### src/rtl/mbx_pkg.sv
package mbx_pkg;
  localparam int NCH    = 2;
  localparam int W0_W   = 64;
  localparam int W1_W   = 32;
  localparam int MSG_W  = W0_W + W1_W;
  localparam int ADDR_W = 8;
  localparam int DATA_W = 64;

  localparam logic [ADDR_W-1:0] CTRL_ADDR [NCH] = '{8'h50, 8'h80};
  localparam logic [ADDR_W-1:0] DATA_BASE [NCH] = '{8'h60, 8'h90};

  localparam logic [ADDR_W-1:0] OFF_SEND0 = 8'h00;
  localparam logic [ADDR_W-1:0] OFF_SEND1 = 8'h08;
  localparam logic [ADDR_W-1:0] OFF_RECV0 = 8'h10;
  localparam logic [ADDR_W-1:0] OFF_RECV1 = 8'h18;
endpackage

### src/rtl/mbx_rst_sync.sv
module mbx_rst_sync (
  input  logic clk,
  input  logic rst_n,
  output logic rst_n_sync
);
  logic [1:0] stg_q;

  always_ff @(posedge clk or negedge rst_n) begin
    if (!rst_n) stg_q <= 2'b00;
    else        stg_q <= {stg_q[0], 1'b1};
  end

  assign rst_n_sync = stg_q[1];
endmodule

### src/rtl/mbx_fifo.sv
module mbx_fifo #(
  parameter int W     = 96,
  parameter int DEPTH = 16,
  localparam int PW   = $clog2(DEPTH),
  localparam int CW   = PW + 1
) (
  input  logic          clk,
  input  logic          rst_n,
  input  logic          push,
  input  logic          pop,
  input  logic [W-1:0]  din,
  output logic [W-1:0]  dout,
  output logic [CW-1:0] count,
  output logic [PW-1:0] wr_ptr,
  output logic [PW-1:0] rd_ptr,
  output logic          full,
  output logic          empty
);
  logic [W-1:0]  mem [DEPTH];
  logic          push_ok, pop_ok;
  logic [PW-1:0] wr_ptr_n, rd_ptr_n;
  logic [CW-1:0] count_n;

  assign full    = (count == CW'(DEPTH));
  assign empty   = (count == '0);
  assign push_ok = push & ~full;
  assign pop_ok  = pop & ~empty;
  assign dout    = mem[rd_ptr];

  always_comb begin
    wr_ptr_n = wr_ptr;
    rd_ptr_n = rd_ptr;
    count_n  = count;
    if (push_ok) wr_ptr_n = (wr_ptr == PW'(DEPTH-1)) ? '0 : wr_ptr + 1'b1;
    if (pop_ok)  rd_ptr_n = (rd_ptr == PW'(DEPTH-1)) ? '0 : rd_ptr + 1'b1;
    case ({push_ok, pop_ok})
      2'b10:   count_n = count + 1'b1;
      2'b01:   count_n = count - 1'b1;
      default: count_n = count;
    endcase
  end

  always_ff @(posedge clk or negedge rst_n) begin
    if (!rst_n) begin
      wr_ptr <= '0;
      rd_ptr <= '0;
      count  <= '0;
    end else begin
      wr_ptr <= wr_ptr_n;
      rd_ptr <= rd_ptr_n;
      count  <= count_n;
    end
  end

  always_ff @(posedge clk) begin
    if (push_ok) mem[wr_ptr] <= din;
  end

  AST_NO_OVERFLOW: assert property (@(posedge clk) disable iff (!rst_n)
    (push && full && !pop) |=> ($stable(count) && $stable(wr_ptr)));
  AST_COUNT_RANGE: assert property (@(posedge clk) disable iff (!rst_n)
    count <= CW'(DEPTH));
  AST_NO_UNDERFLOW: assert property (@(posedge clk) disable iff (!rst_n)
    (pop && empty && !push) |=> ($stable(rd_ptr) && count == '0));
endmodule

### src/rtl/mbx_chan.sv
module mbx_chan
  import mbx_pkg::*;
#(
  parameter int DEPTH = 16,
  localparam int PW   = $clog2(DEPTH),
  localparam int CW   = PW + 1
) (
  input  logic              clk,
  input  logic              rst_n,
  input  logic              stage_we,
  input  logic              commit,
  input  logic              pop,
  input  logic [DATA_W-1:0] wdata,
  output logic [MSG_W-1:0]  head,
  output logic [CW-1:0]     count,
  output logic [PW-1:0]     wr_ptr,
  output logic [PW-1:0]     rd_ptr,
  output logic              full,
  output logic              empty
);
  logic [W0_W-1:0] stage_q, stage_n;

  always_comb begin
    stage_n = stage_q;
    if (stage_we) stage_n = wdata;
  end

  always_ff @(posedge clk or negedge rst_n) begin
    if (!rst_n) stage_q <= '0;
    else        stage_q <= stage_n;
  end

  mbx_fifo #(.W(MSG_W), .DEPTH(DEPTH)) u_fifo (
    .clk    (clk),
    .rst_n  (rst_n),
    .push   (commit),
    .pop    (pop),
    .din    ({stage_q, wdata[W1_W-1:0]}),
    .dout   (head),
    .count  (count),
    .wr_ptr (wr_ptr),
    .rd_ptr (rd_ptr),
    .full   (full),
    .empty  (empty)
  );

  AST_STAGE_NO_PUSH: assert property (@(posedge clk) disable iff (!rst_n)
    (stage_we && !commit && !pop) |=> $stable(count));
  AST_COMMIT_GROWS: assert property (@(posedge clk) disable iff (!rst_n)
    (commit && !full && !pop) |=> (count == $past(count) + 1'b1));
endmodule

### src/rtl/mbx_top.sv
module mbx_top
  import mbx_pkg::*;
#(
  parameter int DEPTH = 16,
  localparam int PW   = $clog2(DEPTH),
  localparam int CW   = PW + 1
) (
  input  logic              clk,
  input  logic              rst_n,
  input  logic [ADDR_W-1:0] bus_addr,
  input  logic              bus_wr,
  input  logic              bus_rd,
  input  logic [DATA_W-1:0] bus_wdata,
  output logic [DATA_W-1:0] bus_rdata
);
  logic rst_n_s;
  logic wr_en, rd_en;

  logic [MSG_W-1:0]  head   [NCH];
  logic [CW-1:0]     count  [NCH];
  logic [PW-1:0]     wr_ptr [NCH];
  logic [PW-1:0]     rd_ptr [NCH];
  logic              full   [NCH];
  logic              empty  [NCH];
  logic [DATA_W-1:0] rd_word[NCH];

  mbx_rst_sync u_rst (.clk(clk), .rst_n(rst_n), .rst_n_sync(rst_n_s));

  assign wr_en = bus_wr;
  assign rd_en = bus_rd & ~bus_wr;

  for (genvar i = 0; i < NCH; i++) begin : g_ch
    localparam int O = NCH - 1 - i;
    logic hit_ctrl, hit_s0, hit_s1, hit_r0, hit_r1;
    logic [3:0] in_cnt;

    assign hit_ctrl = (bus_addr == CTRL_ADDR[i]);
    assign hit_s0   = (bus_addr == DATA_BASE[i] + OFF_SEND0);
    assign hit_s1   = (bus_addr == DATA_BASE[i] + OFF_SEND1);
    assign hit_r0   = (bus_addr == DATA_BASE[i] + OFF_RECV0);
    assign hit_r1   = (bus_addr == DATA_BASE[i] + OFF_RECV1);
    assign in_cnt   = (count[i] > CW'(15)) ? 4'd15 : 4'(count[i]);

    mbx_chan #(.DEPTH(DEPTH)) u_chan (
      .clk      (clk),
      .rst_n    (rst_n_s),
      .stage_we (wr_en & hit_s0),
      .commit   (wr_en & hit_s1),
      .pop      (rd_en & hit_r1),
      .wdata    (bus_wdata),
      .head     (head[i]),
      .count    (count[i]),
      .wr_ptr   (wr_ptr[i]),
      .rd_ptr   (rd_ptr[i]),
      .full     (full[i]),
      .empty    (empty[i])
    );

    always_comb begin
      rd_word[i] = '0;
      if (rd_en) begin
        if (hit_ctrl)
          rd_word[i] = {46'b0, empty[i], full[i], 16'b0};
        else if (hit_r0 && !empty[i])
          rd_word[i] = head[i][MSG_W-1:W1_W];
        else if (hit_r1 && !empty[i])
          rd_word[i] = {7'b0, 5'(count[O]), in_cnt, 4'(wr_ptr[O]),
                        4'(rd_ptr[i]), 8'b0, head[i][W1_W-1:0]};
      end
    end

    AST_EMPTY_READ_ZERO: assert property (@(posedge clk) disable iff (!rst_n_s)
      (rd_en && (hit_r0 || hit_r1) && empty[i]) |-> (bus_rdata == '0));
    AST_FLAGS_EXCLUSIVE: assert property (@(posedge clk) disable iff (!rst_n_s)
      !(full[i] && empty[i]));
  end

  always_comb begin
    bus_rdata = '0;
    for (int i = 0; i < NCH; i++) bus_rdata = bus_rdata | rd_word[i];
  end

  AST_IDLE_READ_ZERO: assert property (@(posedge clk) disable iff (!rst_n_s)
    !rd_en |-> (bus_rdata == '0));
endmodule

### config.mk
export PLATFORM = sky130hd
export DESIGN_NAME = mbx_top
export DESIGN_NICKNAME = d
export VERILOG_FILES = /design/src/rtl/mbx_pkg.sv /design/src/rtl/mbx_rst_sync.sv /design/src/rtl/mbx_fifo.sv /design/src/rtl/mbx_chan.sv /design/src/rtl/mbx_top.sv
export SDC_FILE = /design/constraint.sdc
export NUM_CORES = 2
export LEC_CHECK = 0
export BUFFER_PORTS_ARGS = -buffer_cell sky130_fd_sc_hd__clkbuf_2
export CAP_MARGIN = 25
export CORE_MARGIN = 2
export CORE_UTILIZATION = 40
export DETAILED_ROUTE_END_ITERATION = 8
export GPL_TIMING_DRIVEN = 0
export MAX_ROUTING_LAYER = met4
export REMOVE_ABC_BUFFERS = 1
export SYNTH_ARGS = -nofsm -noshare
export SYNTH_HDL_FRONTEND = slang
export SYNTH_SLANG_ARGS = --single-unit
### constraint.sdc
create_clock -name clk -period 4.61 [get_ports clk]
set_input_delay 0.922 -clock clk [delete_from_list [all_inputs] [get_ports clk]]
set_output_delay 0.922 -clock clk [all_outputs]
set_load 0.1 [all_outputs]
==> impl_metrics.toml <==
[layout]
drive_gt1_frac = 0.374
fin_util = 0.486
areaGrowthSynthToFinish_pct = 21.2
fin_nets = 6093
layout.cells.non_filler = 10400

[setup_path]
path_cells = "buf_16, buf_16, buf_4, buf_8, mux4_2, mux4_2, a222oi_1, a21oi_2, buf_12"
cp_num_buf_inv = 5
rrSetupSlack_ps = 490
cp-start-kind = "register"
crit_arrival_ps = 4260
cp_slowest_stage_delay_ps = 970
crit_slowest_cell = "a222oi_1"
r2r-start = "g_ch[1].u_chan.u_fifo.count[4]"
endpoint_kind = "output pin"
critPathTopFamily = "compound AO/OA/AOI/OAI gates"
critPathKind = "reg2out"
critPathMaxFanout = 4
startpoint = "g_ch[1].u_chan.u_fifo.rd_ptr[0]"
worstPathRequired_ps = 3690

[logic_synthesis]
netlist_top_cells_area = "edfxtp_1 75%, mux4_2 15%, dfrtp_1 3.2%, a22oi_1 1.6%, mux2_2 1.2%"
synth_top_family_by_area = "multiplexers"
synth_most_common_cell = "edfxtp_1"
seq_area_frac_synth = 0.785
muxShareOfSynthArea = 0.166
synth_cell_type_count = 58
synthCells = 5252
synth.avg_cell_area_um2 = 23.3
syn-cell-area_um2 = 123000
synth_ff_type = "edfxtp_1"
synth.top_cell.area_share = 0.753
synth_xor_area_frac = 0.00114
synth_edf_count = 3072
synth.largest_area_cell = "edfxtp_1"
synth_fa_ha_area_frac = 0.00163
synth_commonest_cells = "3072 x edfxtp_1, 828 x mux4_2, 264 x a22oi_1"
synthArstFlopShare = 0.0483
yosys.area_share.simple = 0.00915
synth-seq-cells = 3228
ys_warn_count = 0
synth_compound_area_frac = 0.0266

[drt]
wl_per_cell_um = 32.9
dr.first_iter.drc_count = 7636
drtAntennaViolNets = 0
num_vias = 61900
firstDrtPassIters = 5
vias_per_cell = 5.97
routed_wl_um = 341000
drcViolationCount = 0

[die]
rows = 203
die_area_um2 = 311000
fp.dieW_um = 557
die_h_um = 557
initial_core_util = 0.401
core_um2 = 305000
io_pins = 140

[grt]
grt_start_max_net_pins = 56
grt_use_total = 0.224
antenna_found_initial = 15
grt-ovfl-total = 0
grt_pass1_wl_um = 476000
first_global_vias = 61900

[hold_path]
hold_class = "reg2async"

[timing]
final_hold_viol_count = 0
fin_ws_ps = -567
fin_crit_sh = 1.12
drv_slew = 0
skew_ps = 26.5
fmax_mhz = 193
finalSetupViolCount = 26
min_period_ps = 5180
tightestPinTransition_ps = 1170
relSlewSlack = 0.218
hold_ws_ps = 298
rsz0062_at_grt = "true"

[place]
hpwlAfterDp_um = 197000
placedCellCount = 9568
gp_congestion = 0.717
portBuffers = 139
post-place-ws_ps = -1030

[clock_network]
cts_tree = "built"
htreeDepth = 5
clock-root-buffer = "clkbuf_16"
cts_buffer_depth = 4
cts_buffers = 318
clk_transition_reported_paths_ps = 60
insertion_delay_ps = 870
cts.sinks = 3228

[job]
drv_cap = 0

[pwr]
powerDensity_nw_per_um2 = 392
p_leak_uw = 0.0475
ir_drop_mv = 0.298

[status]
outcome = "finished with violations"
violations = "negative setup slack"
worst paths after layout:
path	to	cells after the start
worst max-delay path	bus_rdata[54]	9
worst min-delay path	g_ch[0].u_chan.stage_q[37]	0
worst max register to register	g_ch[1].u_chan.u_fifo.mem[0][57]	11
worst min register to register	g_ch[0].u_chan.stage_q[37]	0
max in group asynchronous	g_ch[0].u_chan.u_fifo.rd_ptr[0]	2
min in group clk	g_ch[1].u_chan.stage_q[33]	2
final cells by class:
cell class	instances	area, µm²
Inverter	9	33.8
Antenna cell	5	12.5
Clock inverter	121	1100
Clock buffer	453	8950
Sequential cell	3228	96200
Multi-Input combinational cell	1715	26100
Fill cell	24200	157000
Tap cell	4100	5130
Timing Repair Buffer	729	10900
registers in the layout, indices dropped and copies added, names as in the netlist:
name,cells
g_ch.u_chan.u_fifo.count,10
u_rst.stg_q,2
g_ch.u_chan.stage_q,128
g_ch.u_chan.u_fifo.wr_ptr,8
g_ch.u_chan.u_fifo.rd_ptr,8
g_ch.u_chan.u_fifo.mem,3072
per-layer routing:
| layer | track usage | part of all wire |
|---|---|---|
| met5 | - | 0 |
| met4 | 0.0603 | 0.028 |
| met3 | 0.0329 | 0.082 |
| met2 | 0.358 | 0.49 |
| met1 | 0.301 | 0.40 |
worst register-to-register path, delay by kind of cell, from the launching register on:
family	cells	cell delay, ps
DFF	1	490
and+or+nand+nor	4	1740
buffers and inverters	7	1570
cells by family after synthesis:
group,Yosys count
other,1
DFF,3228
muxes,978
adders and majority gates,16
buffers and inverters,311
xor gates and xnor gates,16
and+or+nand+nor,218
AOI/OAI and AO/OA,484
what timing repair did:
item                       in CTS  in global routing
cloned                         58                  9
hold endpoints to repair        2                  0
setup endpoints to repair      64                 53
setup buffers                  96                 51
resized for setup             282                128
hold buffers                    1                  0
pin swaps                      60                 57
through the flow:
stage / total power [µW] / cell area (µm²) / setup TNS (ps)
6_report: 58200 / 148000 / -4230
5_1_grt: 59700 / 148000 / -6730
4_1_cts: 58500 / 148000 / -5320
3_5_place_dp: 33400 / 134000 / -279900
3_3_place_gp: 33400 / 127000 / -
2_1_floorplan: 33100 / 121000 / -9103570
placed cells by master (no fill, tap or decap), types with 13 or more instances in the layout:
cell type     n
nor4_2       19
clkbuf_16   348
o21ai_0      15
dfrtp_1     141
bufbuf_16    23
mux2_2      132
clkbuf_1     97
ha_1         16
a22oi_2      50
mux2i_1      13
nand2_1      37
a21oi_1     112
clkbuf_8     54
clkinv_2     46
nor2_1       45
buf_8        36
clkbuf_2     75
bufinv_16    18
mux4_2      828
nor2_4       18
nor2_2       14
edfxtp_1   3072
a222oi_1     13
buf_6        93
buf_4       203
a22oi_1     214
clkinv_1     35
buf_16      112
buf_12      133
a21oi_2      39
power by group:
part	internal (µW)	total [µW]	leakage (µW)	switching (µW)
logic	150	461	0.0119	311
registers	32100	32400	0.0307	246
clock network	14500	25400	0.00490	10800
Note: power is estimated with default switching activity, not from simulation.
